$ cat config.mk
export PLATFORM = sky130hd
export DESIGN_NAME = keyed_wdt
export DESIGN_NICKNAME = d
export VERILOG_FILES = /design/src/rtl/wdt_pkg.sv /design/src/rtl/wdt_prescaler.sv /design/src/rtl/wdt_counter.sv /design/src/rtl/wdt_regs.sv /design/src/rtl/keyed_wdt.sv
export SDC_FILE = /design/constraint.sdc
export NUM_CORES = 1
export LEC_CHECK = 0
export BUFFER_PORTS_ARGS = -buffer_cell sky130_fd_sc_hd__buf_2
export CORE_ASPECT_RATIO = 0.9
export CORE_MARGIN = 1.5
export CORE_UTILIZATION = 50
export CTS_CLUSTER_DIAMETER = 30
export DETAILED_ROUTE_END_ITERATION = 10
export PLACE_DENSITY_LB_ADDON = 0.05
export RECOVER_POWER = 25
export SETUP_SLACK_MARGIN = 0.05
export SYNTH_ARGS = -nofsm -noshare
export SYNTH_HDL_FRONTEND = slang
export SYNTH_SLANG_ARGS = --single-unit
$ cat constraint.sdc
create_clock -name clk -period 4.9 [get_ports clk]
set_clock_uncertainty 0.05 [all_clocks]
set_input_delay 0 -clock clk [delete_from_list [all_inputs] [get_ports clk]]
set_output_delay 0 -clock clk [all_outputs]
set_load 0.01 [all_outputs]
$ cat src/rtl/wdt_pkg.sv
package wdt_pkg;
  // Register addresses
  localparam int unsigned ADDR_CNT = 0;
  localparam int unsigned ADDR_CSR = 1;

  // Write keys carried in the upper byte of a write
  localparam logic [7:0] KEY_CNT = 8'h5A;
  localparam logic [7:0] KEY_CSR = 8'hA5;

  // Control/status bit positions
  localparam int unsigned CSR_OVF_BIT = 7;
  localparam int unsigned CSR_EN_BIT  = 5;
endpackage

$ cat src/rtl/wdt_prescaler.sv
module wdt_prescaler #(
  parameter int unsigned SEL_W     = 3,
  parameter int unsigned BASE_LOG2 = 5
) (
  input  logic             clk,
  input  logic             rst,
  input  logic             en,
  input  logic             restart,
  input  logic [SEL_W-1:0] sel,
  output logic             tick
);
  localparam int unsigned NSEL  = 1 << SEL_W;
  localparam int unsigned PRE_W = BASE_LOG2 + NSEL - 1;

  logic [PRE_W-1:0] term [NSEL];
  logic [PRE_W-1:0] pre_q;
  logic             at_term;

  // Terminal count for each code: 2^(BASE_LOG2+code) - 1
  for (genvar g = 0; g < NSEL; g++) begin : g_term
    assign term[g] = {PRE_W{1'b1}} >> (NSEL - 1 - g);
  end

  assign at_term = (pre_q == term[sel]);
  assign tick    = en && !restart && at_term;

  always_ff @(posedge clk) begin
    if (rst) begin
      pre_q <= '0;
    end else if (restart) begin
      pre_q <= '0;
    end else if (en) begin
      if (at_term) pre_q <= '0;
      else         pre_q <= pre_q + 1'b1;
    end
  end

  AST_PRE_BOUND: assert property (@(posedge clk) disable iff (rst)
    pre_q <= term[sel]);
endmodule

$ cat src/rtl/wdt_counter.sv
module wdt_counter #(
  parameter int unsigned CNT_W = 8
) (
  input  logic             clk,
  input  logic             rst,
  input  logic             tick,
  input  logic             load,
  input  logic [CNT_W-1:0] load_val,
  output logic [CNT_W-1:0] cnt,
  output logic             wrap_now,
  output logic             rst_req
);
  assign wrap_now = tick && !load && (cnt == {CNT_W{1'b1}});

  always_ff @(posedge clk) begin
    if (rst) begin
      cnt     <= '0;
      rst_req <= 1'b0;
    end else begin
      rst_req <= wrap_now;
      if (load)      cnt <= load_val;
      else if (tick) cnt <= cnt + 1'b1;
    end
  end

  AST_REQ_PULSE: assert property (@(posedge clk) disable iff (rst)
    rst_req |=> !rst_req);
  AST_REQ_AT_ZERO: assert property (@(posedge clk) disable iff (rst)
    rst_req |-> (cnt == '0));
  AST_STEP_ONE: assert property (@(posedge clk) disable iff (rst)
    (tick && !load) |=> (cnt == CNT_W'($past(cnt) + 1'b1)));
  AST_LOAD_WINS: assert property (@(posedge clk) disable iff (rst)
    load |=> (cnt == $past(load_val)));
endmodule

$ cat src/rtl/wdt_regs.sv
module wdt_regs
  import wdt_pkg::*;
#(
  parameter int unsigned REG_W  = 8,
  parameter int unsigned SEL_W  = 3,
  parameter int unsigned ADDR_W = 2
) (
  input  logic               clk,
  input  logic               rst,
  input  logic               wr,
  input  logic               rd,
  input  logic [ADDR_W-1:0]  addr,
  input  logic [2*REG_W-1:0] wdata,
  input  logic [REG_W-1:0]   cnt,
  input  logic               wrap_now,
  output logic               load,
  output logic [REG_W-1:0]   load_val,
  output logic               en,
  output logic [SEL_W-1:0]   sel,
  output logic               restart,
  output logic               ovf,
  output logic [REG_W-1:0]   rdata
);
  logic [REG_W-1:0] key;
  logic [REG_W-1:0] low;
  logic             addr_cnt;
  logic             addr_csr;
  logic             csr_hit;
  logic [REG_W-1:0] csr_view;

  assign key      = wdata[2*REG_W-1:REG_W];
  assign low      = wdata[REG_W-1:0];
  assign addr_cnt = (addr == ADDR_W'(ADDR_CNT));
  assign addr_csr = (addr == ADDR_W'(ADDR_CSR));

  assign load     = wr && addr_cnt && (key == REG_W'(KEY_CNT));
  assign load_val = low;
  assign csr_hit  = wr && addr_csr && (key == REG_W'(KEY_CSR));
  assign restart  = csr_hit && (low[SEL_W-1:0] != sel);

  always_comb begin
    csr_view              = '0;
    csr_view[CSR_OVF_BIT] = ovf;
    csr_view[CSR_EN_BIT]  = en;
    csr_view[SEL_W-1:0]   = sel;
  end

  always_ff @(posedge clk) begin
    if (rst) begin
      en  <= 1'b0;
      sel <= '0;
      ovf <= 1'b0;
    end else begin
      if (csr_hit) begin
        en  <= low[CSR_EN_BIT];
        sel <= low[SEL_W-1:0];
      end
      if (wrap_now)                          ovf <= 1'b1;
      else if (csr_hit && !low[CSR_OVF_BIT]) ovf <= 1'b0;
    end
  end

  always_ff @(posedge clk) begin
    if (rst) begin
      rdata <= '0;
    end else if (rd) begin
      if (addr_cnt)      rdata <= cnt;
      else if (addr_csr) rdata <= csr_view;
      else               rdata <= '0;
    end
  end

  AST_OVF_STICKY: assert property (@(posedge clk) disable iff (rst)
    (ovf && !(csr_hit && !low[CSR_OVF_BIT])) |=> ovf);
  AST_OVF_SET: assert property (@(posedge clk) disable iff (rst)
    wrap_now |=> ovf);
  AST_BADKEY_CSR: assert property (@(posedge clk) disable iff (rst)
    (wr && addr_csr && key != REG_W'(KEY_CSR)) |=> ($stable(en) && $stable(sel)));
endmodule

$ cat src/rtl/keyed_wdt.sv
module keyed_wdt #(
  parameter int unsigned REG_W     = 8,
  parameter int unsigned SEL_W     = 3,
  parameter int unsigned BASE_LOG2 = 5,
  parameter int unsigned ADDR_W    = 2
) (
  input  logic               clk,
  input  logic               rst,
  input  logic               bus_wr,
  input  logic               bus_rd,
  input  logic [ADDR_W-1:0]  bus_addr,
  input  logic [2*REG_W-1:0] bus_wdata,
  output logic [REG_W-1:0]   bus_rdata,
  output logic               wdt_ovf,
  output logic               wdt_rst_req
);
  logic             cnt_load;
  logic [REG_W-1:0] cnt_load_val;
  logic [REG_W-1:0] cnt_val;
  logic             csr_en;
  logic [SEL_W-1:0] csr_sel;
  logic             pre_restart;
  logic             pre_tick;
  logic             wrap_now;

  wdt_regs #(.REG_W(REG_W), .SEL_W(SEL_W), .ADDR_W(ADDR_W)) u_regs (
    .clk      (clk),
    .rst      (rst),
    .wr       (bus_wr),
    .rd       (bus_rd),
    .addr     (bus_addr),
    .wdata    (bus_wdata),
    .cnt      (cnt_val),
    .wrap_now (wrap_now),
    .load     (cnt_load),
    .load_val (cnt_load_val),
    .en       (csr_en),
    .sel      (csr_sel),
    .restart  (pre_restart),
    .ovf      (wdt_ovf),
    .rdata    (bus_rdata)
  );

  wdt_prescaler #(.SEL_W(SEL_W), .BASE_LOG2(BASE_LOG2)) u_pre (
    .clk     (clk),
    .rst     (rst),
    .en      (csr_en),
    .restart (pre_restart),
    .sel     (csr_sel),
    .tick    (pre_tick)
  );

  wdt_counter #(.CNT_W(REG_W)) u_cnt (
    .clk      (clk),
    .rst      (rst),
    .tick     (pre_tick),
    .load     (cnt_load),
    .load_val (cnt_load_val),
    .cnt      (cnt_val),
    .wrap_now (wrap_now),
    .rst_req  (wdt_rst_req)
  );

  AST_CNT_HOLD: assert property (@(posedge clk) disable iff (rst)
    (!csr_en && !cnt_load) |=> $stable(cnt_val));
  AST_REQ_WITH_FLAG: assert property (@(posedge clk) disable iff (rst)
    wdt_rst_req |-> wdt_ovf);
endmodule

; After elaboration in Yosys (flattened, before gate mapping)
; Memories as Yosys holds them, arrays and structs flattened.
; Index checks and enable logic that the tools add are counted.
; Widths: inputs -> output; s select.
[classes]
n_addsub = 2
mul = 0
n_div = 0
n_lt_le_gt_ge = 1
n_eq_ne = 6
shift = 0
mux = 9
n_bitwise = 1
reduce_logical = 17
[op_table]
columns = operator, n
row1 = $mux 12, 3
row2 = $mux 8, 4
row3 = $eq 8x8->1 const B, 2
row4 = $add 12x1->12 const B, 1
row5 = $eq 12x12->1, 1
row6 = $logic_and 1x1->1, 10
row7 = $add 8x1->8 const B, 1
row8 = $eq 8x7->1 const B, 1
row9 = $ge 4x4->1 const B, 1
row10 = $not 3->4, 1
row11 = $reduce_bool 2->1, 2
row12 = $logic_not 1->1, 3
row13 = $ne 3x3->1, 1
row14 = $eq 2x1->1 const B, 1
row15 = $logic_not 2->1, 1
row16 = $mux 1, 2
row17 = $reduce_or 2->1, 1
[word_totals]
ff_bits = 34
latchBits = 0
ramBits = 0
rom_bits = 96
inputBits = 22
out_inout_bits = 10
word_cells = 44
memories = 1
[memory_table]
columns = memory, words, width, rd, rd_clocked_by_memory_dff, write_ports, line_no
row1 = (name not given), 8, 12, 1, 0, 0, wdt_prescaler.sv:24  ; assign at_term = (pre_q == term[sel]);

; Logic depth before layout (Yosys ltp)
; Gate-level depths: netlist of run 1.
[depth]
ltp_word = 10
mapped_depth = 8
mapped_depth_nobuf = 7

; Cells and area by module
; Synthesis of run 1 repeated with hierarchy kept, for this count alone.
[unflattened]
hier_cells = 219
hier_area_um2 = 1996.9
[by_module_without_submodules]
columns = module, n_inst, cells_per_inst, area_per_inst_um2, seq_area_each_um2
row1 = wdt_regs, 1, 82, 758.2, 260.2
row2 = wdt_prescaler, 1, 79, 752.0, 240.2
row3 = wdt_counter, 1, 58, 486.7, 180.2

; Least setup slack after synthesis of run 1
; Ideal clock, no wire load.
[synth_path]
path_type = register -> register
start = reg u_pre.pre_q[0]
end = reg u_cnt.cnt[5]
setup_ns = 0.062
arrival_time_ns = 1.965
t_required_ns = 4.788
slack_ns = 2.822
stages_incl_launch_ff = 8
path_buffers = 0
period_less_slack_ns = 2.078
path_cell_list = dfxtp_1 > ha_1 > nand4_4 > a2111oi_4 > a21boi_4 > nand3_1 > or4_1 > nand3_1
[synth_between]
elab_chain_len = 3
[synth_rtl]
columns = item, line_no
row1 = from (decl), wdt_prescaler.sv:16  ; logic [PRE_W-1:0] pre_q;
row2 = from (signal assigned), wdt_prescaler.sv:34  ; else pre_q <= pre_q + 1'b1;
row3 = $eq 12x12->1, wdt_prescaler.sv:24
row4 = $logic_and 1x1->1, wdt_prescaler.sv:25  ; assign tick = en && !restart && at_term;
row5 = $reduce_bool 2->1 (no line), --
row6 = to (signal assigned), wdt_counter.sv:21  ; if (load) cnt <= load_val;
row7 = to (signal assigned), wdt_counter.sv:22  ; else if (tick) cnt <= cnt + 1'b1;
row8 = to (decl), wdt_counter.sv:9  ; output logic [CNT_W-1:0] cnt,
; No other way between the ends.
; A chain may end at the register's enable or synchronous reset.

; Final worst setup path of run 1
; Ends and elaborated chain as after synthesis.

==> results of run 1 <==
-- synthesized netlist by cell type, drive strengths merged, types with 2 or more instances --
cell,number,share of area
a21oi,10,0.026
a32oi,2,0.0093
and2,2,0.0066
and3,4,0.013
buf,6,0.017
clkbuf,4,0.0079
dfxtp,34,0.36
ha,2,0.013
inv,9,0.018
mux2,4,0.024
mux2i,6,0.032
nand2,12,0.024
nand2b,4,0.013
nand3,17,0.045
nand4,10,0.041
nand4b,2,0.017
nand4bb,2,0.012
nor2,30,0.060
nor2b,7,0.023
nor3,2,0.0079
o2111ai,3,0.014
o21ai,6,0.016
o311ai,3,0.014
o31a,2,0.0093
or2,2,0.0066
or4,2,0.0079
xnor2,8,0.037
xor2,9,0.042
-- cell families (layout without fill, tap and decap cells) --
logic type                 after synthesis  after routing  synth area share
AOI/OAI and AO/OA                       33             33            0.1410
DFF                                     34             34            0.3600
and+or+nand+nor                        103            103            0.3084
xor gates and xnor gates                17             17           0.07876
adders and majority gates                2              2           0.01323
buffers and inverters                   19             55           0.04301
muxes                                   10             10           0.05559
-- layout make-up --
type	count	area, um^2
multi-input combinational	165	1129
clock inverter	2	37.54
sequential	34	680.7
fill	320	1280
tap	44	55.05
inverter	9	33.78
timing repair buffer	38	215.2
clock buffer	6	72.57
-- worst paths after layout --
| kind | from | slack (ns) | cells past startpoint | to |
|---|---|---|---|---|
| worst max register to register | u_pre.pre_q[0]$_SDFFE_PP0P_ | 2.67 | 7 | u_cnt.cnt[5]$_SDFFE_PP0P_ |
| worst max-delay path | u_pre.pre_q[0]$_SDFFE_PP0P_ | 2.67 | 7 | u_cnt.cnt[5]$_SDFFE_PP0P_ |
| worst min register to register | u_regs.rdata[6]$_SDFFE_PP0P_ | 0.42 | 2 | u_regs.rdata[6]$_SDFFE_PP0P_ |
| worst min-delay path | rst | 0.04 | 2 | u_regs.en$_SDFFE_PP0P_ |
-- flip-flops by register name, summed over array words and instances (netlist names) --
signal and flops:
u_regs.ovf 1, u_regs.rdata 8, u_regs.sel 3, u_cnt.cnt 8
u_pre.pre_q 12, u_cnt.rst_req 1, u_regs.en 1
-- power breakdown --
part / internal [mW] / total [mW] / switching [mW]
Sequential: 0.283 / 0.290 / 0.00765
Clock: 0.152 / 0.256 / 0.104
Combinational: 0.0215 / 0.0444 / 0.0229
-- metal layers --
layer,global-route usage,routed length [um],vias to the layer above
li1,-,-,845
met1,0.3420,2236,768
met2,0.2899,1697,49
met3,0.04936,202,2
met4,0.06000,23,0
met5,0,0,-
-- cell usage in the layout, fill, tap and decap left out, drive strengths merged, types with 2 or more instances in the layout --
cell type / synthesis / routed
dfxtp: 34 / 34
nor2: 30 / 30
buf: 6 / 23
nand3: 17 / 17
clkbuf: 4 / 14
nand2: 12 / 12
a21oi: 10 / 10
nand4: 10 / 10
xor2: 9 / 9
inv: 9 / 9
xnor2: 8 / 8
nor2b: 7 / 7
dlygate4sd3: 0 / 7
mux2i: 6 / 6
o21ai: 6 / 6
and3: 4 / 4
mux2: 4 / 4
nand2b: 4 / 4
o2111ai: 3 / 3
o311ai: 3 / 3
nand4bb: 2 / 2
and2: 2 / 2
or2: 2 / 2
or4: 2 / 2
a32oi: 2 / 2
o31a: 2 / 2
ha: 2 / 2
nor3: 2 / 2
nand4b: 2 / 2
==> run_results.csv, run 1 <==
group,metric,value,unit
status,status,"finished, final reports clean",
clock_network,cts_resized,0,
setup_path,cpMostUsedCell,"nand3_1",
detailed_routing,viasPerCell,5.584,
sta,whs,0.03513,ns
clock_network,numCtsBuffers,5,
power,total_power,590.8,uW
yosys,avgSynthCellArea,8.672,um^2
clock_network,clkLatencyLatePin,0.29,ns
sta,relSlewSlack,0.5401,
detailed_routing,firstDrtPassIters,4,
die,fp.dieH,61.34,um
setup_path,critPathArrivalTime,2.40,ns
sta,fmax,0.4486,GHz
global_route,antenna_found_initial,0,
die,num_rows,20,
detailed_routing,drtIter0Drc,128,
place,routabilityCongestion,0.8138,
setup_path,max_stage_delay,0.52,ns
power,peakVddDrop,174.4,uV
setup_path,cp-start-kind,"register",
detailed_routing,drc,0,
die,initial_core_util,0.5396,
clock_network,cts_tree,"yes",
die,ios,32,
place,dp_cells,283,
die,design.core.area,0.003503,mm^2
die,die_w,67.82,um
finish,fin_cells,298,
finish,n_antenna_cell,0,
sta,worst_slack,2.671,ns
setup_path,critPathMaxFanout,4,
power,power_leakage,0.8048,nW
finish,final_core_util,0.6346,
detailed_routing,ant_nets,0,
sta,setup_violations,0,
clock_network,htreeDepth,2,
yosys,syn_inst,218,
yosys,syn_nets,242,
setup_path,crit_buf_inv,0,
yosys,synth_area,0.001891,mm^2
worst_hold_path,hp-class,"in2reg",
yosys,yosys.cell_types.count,48,
finish,design_area,0.002223,mm^2
clock_network,cts_max_path_buffers,2,
die,die-area,0.004159,mm^2
place,hpwl,2990,um
global_route,grt_overflow,0,
setup_path,path_delay_family,"simple AND/OR/NAND/NOR gates",
global_route,grt_pass1_wl,6693,um
finish,fin_nets,277,
clock_network,postCtsSetupBuffers,0,
yosys,synthFlopType,"dfxtp_1",
yosys,async_flop_share,0,
finish,drive_above_1_share,0.1693,
yosys,synth_edf_count,0,
setup_path,cpMaxStageDelayCell,"or4_1",
detailed_routing,drt-total-wl,4160,um
place,io_buffer_count,31,
setup_path,cp_cell_sequence,"ha_1 > nand4_4 > a2111oi_4 > a21boi_4 > nand3_1 > or4_1 > nand3_1",
sta,maxSlewViolCount,0,
power,power_density,265.7,mW/mm^2
global_route,grt_usage,0.2163,
sta,fin_setup_tns,0,ns
setup_path,cp.required,5.07,ns
setup_path,endpoint_kind,"register",
place,place_area,0.002053,mm^2
clock_network,root_buffer,"clkbuf_8",
run,maxCapViolCount,0,
clock_network,clkSlewWorstSetupHoldPaths,0.07,ns
detailed_routing,wire_per_inst,13.96,um
yosys,ys_seq_area_frac,0.3600,
clock_network,ctsHoldBuffers,7,
yosys,synth-seq-cells,34,
global_route,grt_max_degree,19,
global_route,grt_pass1_vias,1396,
sta,tightest_slew,0.6885,ns
finish,syn2layout_area_growth,17.60,%
sta,min_period_over_period,0.4549,
sta,period_minus_slack,2.229,ns
sta,rsz0062_at_grt,"false",
detailed_routing,via_count,1664,
sta,hold_violations,0,
clock_network,cts.sink_count,34,
place,pre_cts_slack,2.685,ns
yosys,ys_warn_count,0,
setup_path,crit_type,"reg2reg",
Power figures use the tool's default switching activity.
==> run 2, diff against run 1 <==
==> constraint.sdc (replaced) <==
create_clock -name clk -period 2.3 [get_ports clk]
set_clock_uncertainty 0.05 [all_clocks]
set_input_delay 0 -clock clk [delete_from_list [all_inputs] [get_ports clk]]
set_output_delay 0 -clock clk [all_outputs]
set_load 0.01 [all_outputs]
==> run 2 against run 1 <==
Die area unchanged. Utilization increased by 1.0 points. Critical path depth unchanged. Combinational power increased by 110%. Sequential share of layout area decreased by 0.33 points. Sequential cell count unchanged. Final cell count increased by 2.0%. Global-route usage increased by 1.0 points. Worst setup slack got worse by 2.5 ns. Total power increased by 100%. Critical path type unchanged. Critical endpoint unchanged.
==> run_results.csv, run 2 (same netlist as run 1, synthesis figures left out) <==
group,metric,value,unit
place,dp_cells,289,
finish,fillers,307,
sta,fin_setup_tns,0,ns
setup_path,critPathLaunch,"u_pre.pre_q[1]$_SDFFE_PP0P_",
global_route,antenna_found_initial,0,
clock_network,clkSlewWorstSetupHoldPaths,0.07,ns
power,total_power,1.188,mW
die,num_rows,20,
setup_path,cp-start-kind,"register",
setup_path,cp.required,2.49,ns
sta,min_period_over_period,0.9153,
power,power_leakage,0.8311,nW
setup_path,crit_end,"u_cnt.cnt[5]$_SDFFE_PP0P_",
sta,tightest_slew,0.7009,ns
detailed_routing,drc,0,
sta,period_minus_slack,2.105,ns
finish,n_antenna_cell,0,
finish,fin_nets,283,
finish,fin_cells,304,
finish,layout_common_cells,"dfxtp_1, nor2_1, buf_2",
finish,syn2layout_area_growth,19.52,%
place,io_buffer_count,31,
setup_path,endpoint_kind,"register",
global_route,grt_overflow,0,
setup_path,crit_type,"reg2reg",
run,maxCapViolCount,0,
finish,regMostFlops,"u_pre.pre_q",
die,initial_core_util,0.5396,
detailed_routing,ant_nets,0,
detailed_routing,drtIter0Drc,120,
place,hpwl,3050,um
global_route,grt_pass1_wl,6948,um
sta,rsz0062_at_grt,"false",
finish,largest_register_ffs,12,
clock_network,postCtsSetupBuffers,0,
die,design.core.area,0.003503,mm^2
global_route,grt_usage,0.2264,
detailed_routing,via_count,1675,
clock_network,clkLatencyLatePin,0.30,ns
die,die-area,0.004159,mm^2
power,power_density,525.9,mW/mm^2
global_route,grt_max_degree,19,
place,pre_cts_slack,0.1122,ns
finish,final_core_util,0.6450,
setup_path,reg2reg_depth,7,
finish,drive_above_1_share,0.2077,
setup_path,r2r_start,"u_pre.pre_q[1]$_SDFFE_PP0P_",
die,ios,32,
detailed_routing,viasPerCell,5.510,
finish,final_common_cell,"dfxtp_1",
die,fp.dieH,61.34,um
clock_network,cts_tree,"yes",
sta,worst_slack,0.1948,ns
sta,setup_violations,0,
sta,hold_violations,0,
clock_network,numCtsBuffers,5,
clock_network,cts.sink_count,34,
finish,regArea,684.4,um^2
detailed_routing,firstDrtPassIters,4,
setup_path,r2r_setup_slack,0.19,ns
die,die_w,67.82,um
worst_hold_path,hp-class,"in2reg",
finish,top_regs,"u_pre.pre_q: 12 flops, u_cnt.cnt: 8 flops, u_regs.rdata: 8 flops",
setup_path,critPathMaxFanout,4,
place,place_area,0.002098,mm^2
place,routabilityCongestion,0.8302,
sta,relSlewSlack,0.5318,
global_route,grt_pass1_vias,1489,
sta,fmax,0.4750,GHz
finish,multi_input_area,0.001131,mm^2
detailed_routing,wire_per_inst,13.90,um
status,status,"finished, final reports clean",
detailed_routing,drt-total-wl,4225,um
setup_path,worstReg2RegEnd,"u_cnt.cnt[5]$_SDFFE_PP0P_",
finish,design_area,0.002260,mm^2
clock_network,root_buffer,"clkbuf_8",
power,peakVddDrop,479.2,uV
clock_network,cts_max_path_buffers,2,
sta,whs,0.02393,ns
setup_path,critPathArrivalTime,2.29,ns
sta,maxSlewViolCount,0,
clock_network,htreeDepth,2,
[run 2: layout make-up]
cell class	instances	area share
inverters	9	0.01495
well taps	44	0.02436
clock inverters	2	0.005537
clock buffers	6	0.03654
multi-input cells	165	0.5006
flip-flops and latches	34	0.3029
repair buffers	44	0.1152
[run 2: repair_timing]
action	in CTS	in global routing
hold endpoints to repair	11	0
endpoints found under the setup margin	0	5
gates resized for setup	0	4
hold buffers	7	0
[run 2: where the power goes]
part	internal, mW	switching, mW	leakage, nW	total [mW]
Combinational	0.0468	0.0485	0.508	0.0953
Sequential	0.603	0.0173	0.276	0.620
Clock	0.241	0.233	0.0472	0.473
[run 2: routing by layer]
| metal | GRT usage | up-vias | share of wire |
|---|---|---|---|
| li1 | - | 860 | - |
| met1 | 0.3352 | 755 | 0.53 |
| met2 | 0.3081 | 54 | 0.39 |
| met3 | 0.08044 | 6 | 0.071 |
| met4 | 0.06571 | 0 | 0.010 |
| met5 | 0 | - | 0 |
[run 2: worst min path at each step]
stage                       startpoint                           end  slack (ns)  cells past startpoint
after global placement    bus_wdata[6]     u_cnt.cnt[6]$_SDFFE_PP0P_        0.18                      2
after global routing               rst        u_regs.en$_SDFFE_PP0P_        0.02                      2
after floorplan           bus_wdata[0]     u_cnt.cnt[0]$_SDFFE_PP0P_        0.06                      2
after detailed placement  bus_wdata[6]     u_cnt.cnt[6]$_SDFFE_PP0P_        0.19                      2
after CTS                          rst        u_regs.en$_SDFFE_PP0P_        0.02                      2
final                           bus_rd  u_regs.rdata[4]$_SDFFE_PP0P_        0.02                      3
[run 2: critical path, cell delays in order (launching register included)]
cell	delay, ns
dfxtp_2	0.35
ha_2	0.21
nand4_4	0.13
a2111oi_4	0.24
a21boi_4	0.30
nand3_1	0.15
or4_1	0.54
nand3_1	0.08
